### src/rtl/mbc_pkg.sv
package mbc_pkg;
  typedef enum logic [2:0] {
    ST_IDLE = 3'd0,
    ST_S1   = 3'd1,
    ST_S2   = 3'd2,
    ST_S3   = 3'd3,
    ST_HOLD = 3'd4
  } bus_state_e;

  // strobe window of a cycle
  function automatic logic in_strobe(bus_state_e s);
    return (s == ST_S2) || (s == ST_S3);
  endfunction
endpackage

### src/rtl/mbc_seq.sv
module mbc_seq
  import mbc_pkg::*;
(
  input  logic       clk_i,
  input  logic       rst_ni,
  input  logic       req_i,
  input  logic       hold_req_i,
  output bus_state_e state_o,
  output logic       ready_o,
  output logic       take_o
);
  bus_state_e state_q, state_d;

  assign ready_o = (state_q == ST_IDLE) && !hold_req_i;
  assign take_o  = ready_o && req_i;

  always_comb begin
    state_d = state_q;
    unique case (state_q)
      ST_IDLE: if (hold_req_i) state_d = ST_HOLD;
               else if (req_i) state_d = ST_S1;
      ST_S1:   state_d = ST_S2;
      ST_S2:   state_d = ST_S3;
      ST_S3:   state_d = hold_req_i ? ST_HOLD : ST_IDLE;
      ST_HOLD: state_d = hold_req_i ? ST_HOLD : ST_IDLE;
      default: state_d = ST_IDLE;
    endcase
  end

  always_ff @(posedge clk_i or negedge rst_ni)
    if (!rst_ni) state_q <= ST_IDLE;
    else         state_q <= state_d;

  assign state_o = state_q;

  // hold entered only from a cycle boundary
  assert_hold_entry_R9: assert property (@(posedge clk_i) disable iff (!rst_ni)
    (state_q == ST_HOLD && $past(state_q) != ST_HOLD)
      |-> ($past(state_q) == ST_IDLE || $past(state_q) == ST_S3));
  // a taken request always opens with S1
  assert_take_opens_R2: assert property (@(posedge clk_i) disable iff (!rst_ni)
    take_o |=> state_q == ST_S1);
endmodule

### src/rtl/mbc_req_latch.sv
module mbc_req_latch #(
  parameter int ADDR_W = 16,
  parameter int DATA_W = 8,
  localparam int HI_W  = ADDR_W - DATA_W
) (
  input  logic              clk_i,
  input  logic              rst_ni,
  input  logic              take_i,
  input  logic              we_i,
  input  logic              io_i,
  input  logic [ADDR_W-1:0] addr_i,
  input  logic [DATA_W-1:0] wdata_i,
  output logic              we_o,
  output logic              io_o,
  output logic [DATA_W-1:0] lo_o,
  output logic [HI_W-1:0]   hi_o,
  output logic [DATA_W-1:0] wdata_o
);
  logic              we_q, io_q;
  logic [ADDR_W-1:0] addr_q;
  logic [DATA_W-1:0] wdata_q;
  logic [HI_W-1:0]   port_rep;

  always_ff @(posedge clk_i or negedge rst_ni)
    if (!rst_ni) begin
      we_q    <= 1'b0;
      io_q    <= 1'b0;
      addr_q  <= '0;
      wdata_q <= '0;
    end else if (take_i) begin
      we_q    <= we_i;
      io_q    <= io_i;
      addr_q  <= addr_i;
      wdata_q <= wdata_i;
    end

  // port number repeated across the upper address pins
  for (genvar b = 0; b < HI_W; b++) begin : g_rep
    assign port_rep[b] = addr_q[b % DATA_W];
  end

  assign we_o    = we_q;
  assign io_o    = io_q;
  assign lo_o    = addr_q[DATA_W-1:0];
  assign hi_o    = io_q ? port_rep : addr_q[ADDR_W-1:DATA_W];
  assign wdata_o = wdata_q;
endmodule

### src/rtl/mbc_pins.sv
module mbc_pins
  import mbc_pkg::*;
#(
  parameter int DATA_W = 8,
  parameter int HI_W   = 8
) (
  input  logic              clk_i,
  input  logic              rst_ni,
  input  bus_state_e        state_i,
  input  logic              we_i,
  input  logic              io_i,
  input  logic [DATA_W-1:0] lo_i,
  input  logic [HI_W-1:0]   hi_i,
  input  logic [DATA_W-1:0] wdata_i,
  output logic [DATA_W-1:0] mux_o,
  output logic              mux_oe_o,
  output logic [HI_W-1:0]   addr_hi_o,
  output logic              ctl_oe_o,
  output logic              addr_stb_o,
  output logic              sel_io_o,
  output logic              rd_stb_no,
  output logic              wr_stb_no,
  output logic              hold_ack_o
);
  logic strobe_win;
  assign strobe_win = in_strobe(state_i);

  always_comb begin
    addr_stb_o = (state_i == ST_S1);
    hold_ack_o = (state_i == ST_HOLD);
    ctl_oe_o   = !hold_ack_o;
    mux_oe_o   = addr_stb_o || (strobe_win && we_i);
    mux_o      = addr_stb_o ? lo_i : wdata_i;
    addr_hi_o  = hi_i;
    sel_io_o   = io_i;
    rd_stb_no  = !(strobe_win && !we_i);
    wr_stb_no  = !(strobe_win && we_i);
  end

  // strobes exclusive of each other and of address strobe
  assert_strobe_excl_R12: assert property (@(posedge clk_i) disable iff (!rst_ni)
    !(!rd_stb_no && !wr_stb_no) && !(addr_stb_o && !(rd_stb_no && wr_stb_no)));
  // pads released while bus is handed over
  assert_release_R10: assert property (@(posedge clk_i) disable iff (!rst_ni)
    hold_ack_o |-> !mux_oe_o && !ctl_oe_o && !addr_stb_o && rd_stb_no && wr_stb_no);
endmodule

### src/rtl/mbc_capture.sv
module mbc_capture
  import mbc_pkg::*;
#(
  parameter int DATA_W = 8
) (
  input  logic              clk_i,
  input  logic              rst_ni,
  input  bus_state_e        state_i,
  input  logic              we_i,
  input  logic [DATA_W-1:0] mux_i,
  output logic              done_o,
  output logic [DATA_W-1:0] rdata_o
);
  logic              done_q;
  logic [DATA_W-1:0] rdata_q;

  always_ff @(posedge clk_i or negedge rst_ni)
    if (!rst_ni) begin
      done_q  <= 1'b0;
      rdata_q <= '0;
    end else begin
      done_q <= (state_i == ST_S3);
      if (state_i == ST_S3 && !we_i) rdata_q <= mux_i;
    end

  assign done_o  = done_q;
  assign rdata_o = rdata_q;

  // completion is a single-cycle pulse
  assert_done_pulse_R7: assert property (@(posedge clk_i) disable iff (!rst_ni)
    done_o |=> !done_o);
endmodule

### src/rtl/muxbus_cycle_ctrl.sv
module muxbus_cycle_ctrl
  import mbc_pkg::*;
#(
  parameter int ADDR_W = 16,
  parameter int DATA_W = 8,
  localparam int HI_W  = ADDR_W - DATA_W
) (
  input  logic              clk_i,
  input  logic              rst_ni,
  input  logic              req_i,
  output logic              req_ready_o,
  input  logic              req_we_i,
  input  logic              req_io_i,
  input  logic [ADDR_W-1:0] req_addr_i,
  input  logic [DATA_W-1:0] req_wdata_i,
  output logic              done_o,
  output logic [DATA_W-1:0] rdata_o,
  output logic [DATA_W-1:0] mux_o,
  output logic              mux_oe_o,
  input  logic [DATA_W-1:0] mux_i,
  output logic [HI_W-1:0]   addr_hi_o,
  output logic              ctl_oe_o,
  output logic              addr_stb_o,
  output logic              sel_io_o,
  output logic              rd_stb_no,
  output logic              wr_stb_no,
  input  logic              hold_req_i,
  output logic              hold_ack_o
);
  bus_state_e        state;
  logic              take, we_q, io_q;
  logic [DATA_W-1:0] lo_q, wdata_q;
  logic [HI_W-1:0]   hi_q;

  mbc_seq i_seq (
    .clk_i, .rst_ni, .req_i, .hold_req_i,
    .state_o(state), .ready_o(req_ready_o), .take_o(take)
  );

  mbc_req_latch #(.ADDR_W(ADDR_W), .DATA_W(DATA_W)) i_latch (
    .clk_i, .rst_ni, .take_i(take), .we_i(req_we_i), .io_i(req_io_i),
    .addr_i(req_addr_i), .wdata_i(req_wdata_i),
    .we_o(we_q), .io_o(io_q), .lo_o(lo_q), .hi_o(hi_q), .wdata_o(wdata_q)
  );

  mbc_pins #(.DATA_W(DATA_W), .HI_W(HI_W)) i_pins (
    .clk_i, .rst_ni, .state_i(state), .we_i(we_q), .io_i(io_q),
    .lo_i(lo_q), .hi_i(hi_q), .wdata_i(wdata_q),
    .mux_o, .mux_oe_o, .addr_hi_o, .ctl_oe_o, .addr_stb_o, .sel_io_o,
    .rd_stb_no, .wr_stb_no, .hold_ack_o
  );

  mbc_capture #(.DATA_W(DATA_W)) i_cap (
    .clk_i, .rst_ni, .state_i(state), .we_i(we_q), .mux_i,
    .done_o, .rdata_o
  );

  // address strobe lasts exactly one cycle
  assert_addr_stb_once_R2: assert property (@(posedge clk_i) disable iff (!rst_ni)
    addr_stb_o |=> !addr_stb_o);
  // a strobe follows the address state
  assert_strobe_follows_R5: assert property (@(posedge clk_i) disable iff (!rst_ni)
    addr_stb_o |=> (!rd_stb_no || !wr_stb_no));
  // completion only after an active strobe
  assert_done_after_strobe_R7: assert property (@(posedge clk_i) disable iff (!rst_ni)
    done_o |-> $past(!rd_stb_no || !wr_stb_no));
  // acknowledge rises only after a sampled request
  assert_ack_rise_R9: assert property (@(posedge clk_i) disable iff (!rst_ni)
    $rose(hold_ack_o) |-> $past(hold_req_i));
  // never ready under hold
  assert_ready_R11: assert property (@(posedge clk_i) disable iff (!rst_ni)
    req_ready_o |-> !hold_req_i && !hold_ack_o && !addr_stb_o);
endmodule

### config.mk
export PLATFORM = sky130hd
export DESIGN_NAME = muxbus_cycle_ctrl
export DESIGN_NICKNAME = d
export VERILOG_FILES = /design/src/rtl/mbc_pkg.sv /design/src/rtl/mbc_seq.sv /design/src/rtl/mbc_req_latch.sv /design/src/rtl/mbc_pins.sv /design/src/rtl/mbc_capture.sv /design/src/rtl/muxbus_cycle_ctrl.sv
export SDC_FILE = /design/constraint.sdc
export NUM_CORES = 1
export LEC_CHECK = 0
export CAP_MARGIN = 20
export CORE_MARGIN = 4
export CORE_UTILIZATION = 38
export CTS_CLUSTER_SIZE = 25
export DETAILED_ROUTE_END_ITERATION = 7
export HOLD_SLACK_MARGIN = 0.06
export PLACE_DENSITY = 0.75
export RECOVER_POWER = 100
export SLEW_MARGIN = 20
export SYNTH_ARGS = -nofsm -noshare
export SYNTH_HDL_FRONTEND = slang
export SYNTH_SLANG_ARGS = --single-unit
### constraint.sdc
create_clock -name clk_i -period 1.39 [get_ports clk_i]
set_input_delay 0.3475 -clock clk_i [delete_from_list [all_inputs] [get_ports clk_i]]
set_output_delay 0.3475 -clock clk_i [all_outputs]
set_load 0.02 [all_outputs]
==> impl_results.md <==
* Outcome: finished, violations left
* Violated checks: setup timing
* # diodes at 0
* Total number of vias at 1264
* Crit path launch type: flop
* Via count of the first global-routing pass at 1426
* Asr flop ratio synth at 100%
* Fraction of final layout cells sized beyond drive strength 1 at 57.2%
* Commonest cells post-synth: 38 x dfrtp_1, 22 x mux2_2, 20 x mux2_4
* Top cell type's share of synthesized area at 54.3%
* Biggest area contributors in the synthesized netlist: dfrtp_1 54%, mux2_4 17%, mux2_2 14%, mux2_1 5.1%, buf_6 1.3%
* Max-slew violation total from the final report at 0
* Total Routed Length at 4.35 mm
* Reg power frac at 27.9%
* Total standard cell area after synthesis at 1750 µm²
* Hold Crit Class: reg -> reg
* Initial DRC Count at 57
* Count of flip-flops with a built-in enable after synthesis at 0
* Ports at 71
* Effective utilization at floorplan at 39.7%
* H-tree Lvls at 2
* ANT nets after route at 0
* Syn. warnings at 0
* Power consumption at 7.25 mW
* Gate Count Post-Synth at 111
* Shortest clock period the worst path allows after layout at 1900 ps
* CORE AREA at 4410 µm²
* Max_cap viols at 0
* Worst relative slew slack at 70.3%
* Switching part of the total at 34.9%
* Port-buffer cells at 70
* Mean number of vias per cell at 4.86
* Total global routing overflow at 0
* Buffers from clock root to sink, at most at 2
* Worst-case vdd ir drop at 1.41 mV
* Sinks on the clock net at 38
* Most repeated cell in the gate-level netlist after synthesis: dfrtp_1
* Endpoint class of the critical path: primary output
* Critical path data arrival time at 1550 ps
* Layout Cells excl Fill at 260
* Die Span X at 75.9 µm
* Clock root buffer master: clkbuf_8
* Pin count of the biggest net entering global routing at 22
* Design internal power at 4.72 mW
* Initial antenna violation count at 0
* Critical path class: reg -> out
* Clock insertion delay at the later pin of the skew report at 290 ps
* Switching power of the nets at 2.53 mW
* Average cell area after synthesis at 15.8 µm²
* Final worst-path cycle share at 137%
* Synthesized flop and latch total at 38
* Transition time at the pin with the least slew margin at 446 ps
* Endpoints failing setup at 57
* DR WL/cell at 16.7 µm
* Standard-cell row count at 24
* Total power divided by cell area at 2430 nW/µm²
* DRC viols at 0
* Placed wire-length estimate after detailed placement at 3.00 mm
* Unrepaired setup endpoints after global routing: yes
* Register area share after synthesis at 54.3%
* Combinational group share of total power at 61.2%
* Vert. Die Dim at 75.9 µm
* Final nets at 245
* Dpl cell area at 2660 µm²
* Critical path required time at 1040 ps
* Clock-pin slew of the registers on the worst-case setup and hold paths at 70 ps
* TritonRoute pass-1 iters at 4
* Commonest register cell after synthesis: dfrtp_1
* Leak pwr at 1.45 nW
* Peak clock frequency supported by timing at 526 MHz
* Yosys top cell by area: dfrtp_1
* Portion of total power attributed to the clock network at 10.9%
* Wire length of the first global-routing pass at 6.86 mm
* TritonCTS clock tree: built
* Top fanout value on the critical path at 4
* Global placement routability congestion at 0.748
* Yosys cell types at 22
* Total negative slack at -18420 ps
* Clock buffers created by TritonCTS at 5
* Final standard cell area without fillers at 2990 µm²
* Synthesized netlist net count at 149
* Hold Fails Final Rpt at 0
* Global Route Usage Sum at 16.0%
* Worst slack, placed at -739 ps
* Die Footprint at 5760 µm²
* Placed cell count at 242
* Clock tree skew after final layout at 5.77 ps
* Layout-stage area growth over the synthesis result at 70.6%
* Worst Setup Slack, final at -510 ps
[cell families (layout without fill, tap and decap cells)]
| logic type | count (synthesis) | in the layout | synth area share [%] |
|---|---|---|---|
| AO/OA/AOI/OAI | 2 | 2 | 0.715 |
| multiplexers | 50 | 50 | 36.5 |
| AND/OR/NAND/NOR | 13 | 13 | 5.36 |
| XOR/XNOR | 1 | 1 | 0.500 |
| buffers and inverters | 7 | 104 | 2.64 |
| flip-flops | 38 | 38 | 54.3 |
[sequential cells by signal, summed over array words and instances, names as in the netlist]
register         flops
i_latch.addr_q      16
i_seq.state_o        3
i_latch.io_o         1
i_latch.we_o         1
i_cap.rdata_o        8
i_cap.done_o         1
i_latch.wdata_o      8
[layout by cell type (no fill, tap or decap), types with 2 or more instances in the layout]
master	count
buf_6	28
clkbuf_8	6
clkbuf_4	3
clkdlybuf4s50_1	36
dlygate4sd2_1	9
mux2_4	42
mux2_2	8
buf_12	2
buf_16	2
buf_4	11
dfrtp_1	34
dfrtp_2	4
[per-stage QoR]
stage	hold slack, ps	util [%]
floorplan	51.9	-
global placement	302	60.2
detailed placement	314	60.2
CTS	509	66.4
global route	525	67.7
finish	505	67.7
[metal layers]
| metal | vias to the layer above | global-route usage [%] | part of all wire (%) |
|---|---|---|---|
| li1 | 578 | - | - |
| met1 | 621 | 19.3 | 41 |
| met2 | 60 | 26.8 | 47 |
| met3 | 5 | 6.33 | 11 |
| met4 | 0 | 4.08 | 0.87 |
| met5 | - | 0 | 0 |
[layout make-up]
type	count	area [µm²]
clock buffer	6	82.6
clock inverter	2	12.5
fill	305	1430
inverter	2	7.51
multi-input combinational	66	890
sequential	38	956
tap	52	65.1
timing repair buffer	94	973
[critical path, cell delays in order (launching register included)]
cell     delay [ps]
dfrtp_2         420
nor3b_4         220
buf_4           180
mux2_4          310
buf_6           130
[path summary, 6_finish.rpt]
check	start	to	slack (ps)	cells past startpoint
worst max-delay path	i_seq.state_o[2]	mux_o[2]	-510	4
worst min-delay path	i_cap.rdata_o[7]	i_cap.rdata_o[7]	500	1
worst max register to register	i_seq.state_o[1]	i_cap.rdata_o[2]	-380	4
worst min register to register	i_cap.rdata_o[7]	i_cap.rdata_o[7]	500	1
max in group asynchronous	rst_ni	i_seq.state_o[0]	150	3
min in group asynchronous	rst_ni	i_latch.addr_q[11]	530	2
[power by group through the flow]
stage               Clock, mW  Sequential [mW]  Combinational, mW
floorplan                   0             2.11               2.07
global placement            0             2.00               3.72
detailed placement          0             2.04               3.77
CTS                     0.803             1.99               4.19
global route            0.848             2.09               4.72
finish                  0.786             2.02               4.44
[timing repair]
action                     CTS  global route
gates resized for setup    165            24
buffers inserted             9             2
hold endpoints to repair    17             0
hold buffers                 1             0
pin swaps                    4             3
setup endpoints to repair   67            59
gates cloned                 2             0
Note: power is estimated with default switching activity, not from simulation.
